$ cat src/rtl/booth_pkg.sv
package booth_pkg;
    typedef struct packed {
        logic zero;
        logic shift;
        logic neg;
    } booth_ctrl_t;
endpackage

$ cat src/rtl/booth_digit_decode.sv
module booth_digit_decode
    import booth_pkg::*;
(
    input  logic [2:0]  grp,
    output booth_ctrl_t ctrl
);
    always_comb begin
        unique case (grp)
            3'b000:  ctrl = '{zero: 1'b1, shift: 1'b0, neg: 1'b0};
            3'b001:  ctrl = '{zero: 1'b0, shift: 1'b0, neg: 1'b0};
            3'b010:  ctrl = '{zero: 1'b0, shift: 1'b0, neg: 1'b0};
            3'b011:  ctrl = '{zero: 1'b0, shift: 1'b1, neg: 1'b0};
            3'b100:  ctrl = '{zero: 1'b0, shift: 1'b1, neg: 1'b1};
            3'b101:  ctrl = '{zero: 1'b0, shift: 1'b0, neg: 1'b1};
            3'b110:  ctrl = '{zero: 1'b0, shift: 1'b0, neg: 1'b1};
            default: ctrl = '{zero: 1'b1, shift: 1'b0, neg: 1'b0};
        endcase
    end

    // a zero digit never asks for doubling or negation
    always_comb begin
        a_r7_zero_alone: assert (!(ctrl.zero && (ctrl.shift || ctrl.neg)));
    end
endmodule

$ cat src/rtl/booth_pp_select.sv
module booth_pp_select
    import booth_pkg::*;
#(
    parameter int WIDTH = 8,
    localparam int PW = WIDTH + 1
) (
    input  logic [WIDTH-1:0] mcand,
    input  booth_ctrl_t      ctrl,
    output logic [PW-1:0]    pp
);
    logic [PW-1:0] ext;
    logic [PW-1:0] sel;

    assign ext = {mcand[WIDTH-1], mcand};

    genvar b;
    generate
        for (b = 0; b < PW; b++) begin : g_bit
            logic lower;
            if (b == 0) begin : g_lsb
                assign lower = 1'b0;
            end else begin : g_upper
                assign lower = ext[b-1];
            end
            // 2:1 mux, zero gate, conditional inverter: constant depth per bit
            assign sel[b] = ctrl.shift ? lower : ext[b];
            assign pp[b]  = (sel[b] & ~ctrl.zero) ^ ctrl.neg;
        end
    endgenerate

    // a zeroed operand leaves nothing in the partial product
    always_comb begin
        if (ctrl.zero && !ctrl.neg) begin
            a_r1_zero_clears: assert (pp == '0);
        end
    end
endmodule

$ cat src/rtl/booth_recode_cell.sv
module booth_recode_cell
    import booth_pkg::*;
#(
    parameter int WIDTH = 8
) (
    input  logic [2:0]       grp,
    input  logic [WIDTH-1:0] mcand,
    output logic [WIDTH:0]   pp,
    output logic             pp_corr,
    output logic             dig_zero,
    output logic             dig_shift,
    output logic             dig_neg
);
    booth_ctrl_t ctrl;

    booth_digit_decode u_dec (
        .grp  (grp),
        .ctrl (ctrl)
    );

    booth_pp_select #(.WIDTH(WIDTH)) u_sel (
        .mcand (mcand),
        .ctrl  (ctrl),
        .pp    (pp)
    );

    assign pp_corr   = ctrl.neg;
    assign dig_zero  = ctrl.zero;
    assign dig_shift = ctrl.shift;
    assign dig_neg   = ctrl.neg;

    always_comb begin
        // digit 0 slices never owe a +1
        if (grp == 3'b000 || grp == 3'b111) begin
            a_r6_no_neg_zero: assert (!pp_corr);
        end
        // negated nonzero operand flips the sign bit
        if (pp_corr && mcand != '0) begin
            a_r5_neg_sign: assert (pp[WIDTH] == ~mcand[WIDTH-1]);
        end
        // positive nonzero digit keeps the operand's sign
        if (!grp[2] && grp != 3'b000 && mcand != '0) begin
            a_r2_pos_sign: assert (pp[WIDTH] == mcand[WIDTH-1]);
        end
    end
endmodule

$ cat config.mk
export PLATFORM = sky130hd
export DESIGN_NAME = booth_recode_cell
export DESIGN_NICKNAME = d
export VERILOG_FILES = /design/src/rtl/booth_pkg.sv /design/src/rtl/booth_digit_decode.sv /design/src/rtl/booth_pp_select.sv /design/src/rtl/booth_recode_cell.sv
export SDC_FILE = /design/constraint.sdc
export NUM_CORES = 1
export LEC_CHECK = 0
export BUFFER_PORTS_ARGS = -buffer_cell sky130_fd_sc_hd__buf_2
export CAP_MARGIN = 30
export CELL_PAD_IN_SITES_DETAIL_PLACEMENT = 0
export CELL_PAD_IN_SITES_GLOBAL_PLACEMENT = 1
export CORE_AREA = 2 2 39 41
export DETAILED_ROUTE_END_ITERATION = 8
export DIE_AREA = 0 0 41 43
export PLACE_DENSITY_LB_ADDON = 0.25
export SLEW_MARGIN = 20
export SYNTH_ARGS = -nofsm -noshare
export SYNTH_HDL_FRONTEND = slang
export SYNTH_SLANG_ARGS = --single-unit
$ cat constraint.sdc
create_clock -name vclk -period 1.3
set_clock_uncertainty 0.2 [all_clocks]
set_input_delay 0.195 -clock vclk [all_inputs]
set_output_delay 0.195 -clock vclk [all_outputs]
set_load 0.02 [all_outputs]
Yosys cells after proc, flatten, opt, wreduce, memory -nomap -nowiden --
Cells that the tools add are included.
Word-level totals: ROM bits 0, output and inout bits 13, flip-flop bits (word level) 0, latch bits 0, input port bits 11, RAM bits 0, memories 0
Cells by class: eq/ne operators 6, multipliers 0, shift operators 0, $add $sub $neg 0, reductions and logical operators 2, divide/modulo/power cells 0, order comparisons 0, mux-type cells 9, bitwise operators 19
Operators by type and width (number):
- $pmux W3 S4 | 1
- $and A1 B1 Y1 | 9
- $eq A3 B3 Y1 const B | 3
- $xor A1 B1 Y1 | 9
- $mux W1 | 8
- $eq A3 B2 Y1 const B | 2
- $reduce_or A2 Y1 | 2
- $eq A3 B1 Y1 const B | 1
- $not A1 Y1 | 1

Logic depth before layout (Yosys ltp) --
depth after elaboration 6, gate-level depth with buffers 3

Cells and area by module --
A second synthesis with hierarchy kept.
Second synthesis, totals: cells, all modules 37, area, all modules 255.2 um2
Modules (own cells, without submodules):
- booth_pp_select | seq. area each 0.0 um2, cells each 29, times used 1, area each 210.2 um2
- booth_digit_decode | seq. area each 0.0 um2, cells each 7, times used 1, area each 37.5 um2
- booth_recode_cell | seq. area each 0.0 um2, cells each 1, times used 1, area each 7.5 um2

Worst setup path before layout --
OpenSTA, ideal clock, no wires.
path kind input-to-output, start point in grp[2], end point out pp[0], path slack -0.254 ns, stages 2, data arrival time 1.159 ns, path through a21boi_0 -> mux2_2
On the way: word-level cells in the longest chain between the ends 6, elaborated cells on any way between the ends 13
RTL lines:
- start: declaration | line booth_recode_cell.sv:6 | input logic [2:0] grp,
- $eq A3 B3 Y1 (tied with other cells) | line booth_digit_decode.sv:8 | unique case (grp)
- $reduce_or A2 Y1 (no source line)
- $pmux W3 S4 (*) | line booth_digit_decode.sv:8
- $mux W1 or $not A1 Y1 (tied branches) | line booth_pp_select.sv:26, booth_pp_select.sv:27
- $and A1 B1 Y1 | line booth_pp_select.sv:27 | assign pp[b] = (sel[b] & ~ctrl.zero) ^ ctrl.neg;
- $xor A1 B1 Y1 (*) | line booth_pp_select.sv:27
- end: declaration | line booth_recode_cell.sv:8 | output logic [WIDTH:0] pp,
Every way passes the cells marked *; elsewhere a longest branch is shown, timed or not.

Worst setup path after layout --
start point in grp[0], end point out pp[7]
Same word-level chain as after synthesis.

==> impl_metrics.env <==
export IMPL_worstSetupStartpoint="grp[0]"
export IMPL_syn_area_per_cell_sq_um=7.39
export IMPL_syn2layout_area_growth_pct=162
export IMPL_cp_top_family="simple AND/OR/NAND/NOR gates"
export IMPL_n_sequential_cell=0
export IMPL_final_setup_worst_slack_ns=-0.261
export IMPL_report_final_slew_viol_count=0
export IMPL_i_o_pin_count=24
export IMPL_rows=14
export IMPL_post_route_period_util=1.20
export IMPL_dieArea_sq_um=1760
export IMPL_fin_hold_ws_ns=0.551
export IMPL_worst_slew_pin_slew_ns=0.265
export IMPL_worst_slew_margin_rel=0.822
export IMPL_synth_top_area_share=0.231
export IMPL_clock_power_share=0
export IMPL_cell_chain_of_the_critical_path="buf_6, or3b_4, buf_6, o221ai_4, buf_6"
export IMPL_beginning_of_the_worst_hold_path="mcand[7]"
export IMPL_synth_top_cells_by_area="sky130_fd_sc_hd__xnor2_1, sky130_fd_sc_hd__nand4b_1, sky130_fd_sc_hd__o221ai_1, sky130_fd_sc_hd__o21ai_0, sky130_fd_sc_hd__clkbuf_1"
export IMPL_num_vias=448
export IMPL_clock_buffers=0
export IMPL_ys_types=17
export IMPL_drv_cap=0
export IMPL_finalWirelength_microns=994
export IMPL_final_layout_size_suffix_gt1_frac=0.718
export IMPL_cellLeakagePower_nw=0.298
export IMPL_post_synth_inst_count=41
export IMPL_first_global_vias=363
export IMPL_finalSetupTns_ns=-2.15
export IMPL_die_y_microns=43
export IMPL_drt_pre_antenna_iters=4
export IMPL_initial_core_util=0.219
export IMPL_switchingPower_mw=0.192
export IMPL_setup_violations=12
export IMPL_area_of_the_mapped_netlist_sq_um=303
export IMPL_synth_warning_count=0
export IMPL_gr_usage_all_layers=0.113
export IMPL_power_per_cell_area_nw_per_um2=512
export IMPL_port_buffers=24
export IMPL_die_width_microns=41
export IMPL_number_of_antenna_violations_at_the_first_check_in_global_routing=0
export IMPL_drt_iter0_drc=1
export IMPL_antenna_cells_inserted=0
export IMPL_critical_path_class="primary input to primary output"
export IMPL_p_total_mw=0.406
export IMPL_largest_stage_delay_on_the_critical_path_ns=0.40
export IMPL_regArea_sq_um=0
export IMPL_worst_ep_required_time_ns=0.90
export IMPL_worst_path_max_delay_cell="sky130_fd_sc_hd__or3b_4"
export IMPL_antenna_left=0
export IMPL_yosysSeqAreaShare=0
export IMPL_gp_congestion=0.667
export IMPL_min_period_ns=1.56
export IMPL_cts_hold_buf=0
export IMPL_violations="negative setup slack"
export IMPL_timing_critical_path_arrival_ns=1.17
export IMPL_drc=0
export IMPL_grt_first_pass_wirelength_microns=1520
export IMPL_setup_worst_path_start_class="primary input"
export IMPL_worstSetupEndpointType="primary output"
export IMPL_syn_num_nets=52
export IMPL_worst_hold_path_type="primary input to primary output"
export IMPL_postLayoutCoreUtil=0.572
export IMPL_rsz0062_at_grt="true"
export IMPL_overflow=0
export IMPL_share_comb_of_total_power=1.000
export IMPL_power_ir_vdd_worst_uv=225
export IMPL_vias_per_cell=5.15
export IMPL_swShare=0.474
export IMPL_core_area_sq_um=1380
export IMPL_result_of_the_run="finished with violations"
export IMPL_number_of_hold_violations_in_the_final_report=0
export IMPL_placedCellCount=86
export IMPL_worstPathMaxFanout=5
export IMPL_routedWlPerCell_microns=11.4
export IMPL_fmax_ghz=0.640
export IMPL_dpl_hpwl_microns=797
export IMPL_final_cells=87
export IMPL_num_nets_final=84
export IMPL_grt_start_max_net_pins=22
export IMPL_synth_top_cell_by_area="sky130_fd_sc_hd__xnor2_1"
export IMPL_worst_path_buf_inv=3
export IMPL_critical_path_most_common_cell="sky130_fd_sc_hd__buf_6"
export IMPL_seq_power_share=0
export IMPL_internal_power_mw=0.214
-- kinds of logic (layout without fill, tap and decap cells) --
family / count (synthesis) / after routing / synth area share
AO/OA/AOI/OAI: 13 / 13 / 0.322
AND/OR/NAND/NOR: 13 / 13 / 0.314
XOR/XNOR: 8 / 8 / 0.231
buffers and inverters: 6 / 36 / 0.0950
multiplexers: 1 / 1 / 0.0372
-- timing repair --
action                     in CTS  in global routing
pin swaps                       2                  3
setup endpoints to repair      13                 13
gates resized for setup        23                 15
setup buffers                   1                  0
-- per-layer routing --
metal	vias up	global-route usage	wire length (microns)
li1	230	-	-
met1	201	0.178	456
met2	17	0.178	468
met3	0	0	69
met4	0	0	0
met5	-	0	0
-- final timing paths --
path                end  slack, ns  cells past startpoint
setup / recovery  pp[7]      -0.26                      5
hold / removal    pp[8]       0.55                      4
-- power groups by stage --
stage	clock (mW)	combinational (mW)	sequential, mW
floorplan	0	0.217	0
detailed placement	0	0.322	0
global route	0	0.430	0
global placement	0	0.319	0
CTS	0	0.387	0
finish	0	0.406	0
-- Yosys cell counts (all sizes together) --
library cell / number
a21oi: 1
or3: 1
nand4b: 7
buf: 2
a21boi: 1
o2bb2ai: 1
clkbuf: 4
mux2: 1
nand2: 2
o221ai: 7
nand3: 1
nor2b: 1
o21ai: 3
xnor2: 8
or3b: 1
-- cell type report --
| type | count | area [sq um] |
|---|---|---|
| Fill cell | 118 | 592 |
| Multi-Input combinational cell | 35 | 449 |
| Timing Repair Buffer | 36 | 323 |
| Tap cell | 16 | 20.0 |
-- cells in the final DEF, fill, tap and decap left out --
master,n
sky130_fd_sc_hd__nand2_1,1
sky130_fd_sc_hd__buf_12,1
sky130_fd_sc_hd__mux2_4,1
sky130_fd_sc_hd__a21oi_1,1
sky130_fd_sc_hd__or3b_4,1
sky130_fd_sc_hd__xnor2_1,7
sky130_fd_sc_hd__xnor2_4,1
sky130_fd_sc_hd__o2bb2ai_2,1
sky130_fd_sc_hd__a21boi_2,1
sky130_fd_sc_hd__buf_4,7
sky130_fd_sc_hd__o221ai_4,7
sky130_fd_sc_hd__nand4b_1,7
sky130_fd_sc_hd__buf_8,1
sky130_fd_sc_hd__buf_2,11
sky130_fd_sc_hd__or3_1,1
sky130_fd_sc_hd__nand3_1,1
sky130_fd_sc_hd__nand2_2,1
sky130_fd_sc_hd__buf_6,16
sky130_fd_sc_hd__o21ai_1,1
sky130_fd_sc_hd__nor2b_1,1
sky130_fd_sc_hd__o21ai_2,1
sky130_fd_sc_hd__o21ai_4,1
-- metrics by stage --
stage | area (sq um) | setup slack (ns)
after floorplan | 459 | -0.114
after global placement | 644 | -0.388
after detailed placement | 644 | -0.412
after CTS | 737 | -0.276
after global routing | 792 | -0.289
final | 792 | -0.261
-- worst min-delay path, delay by kind of cell --
kind / cells / cell delay [ns]
buffers and inverters: 2 / 0.25
AO/OA/AOI/OAI: 2 / 0.11
Note: power is estimated with default switching activity, not from simulation.
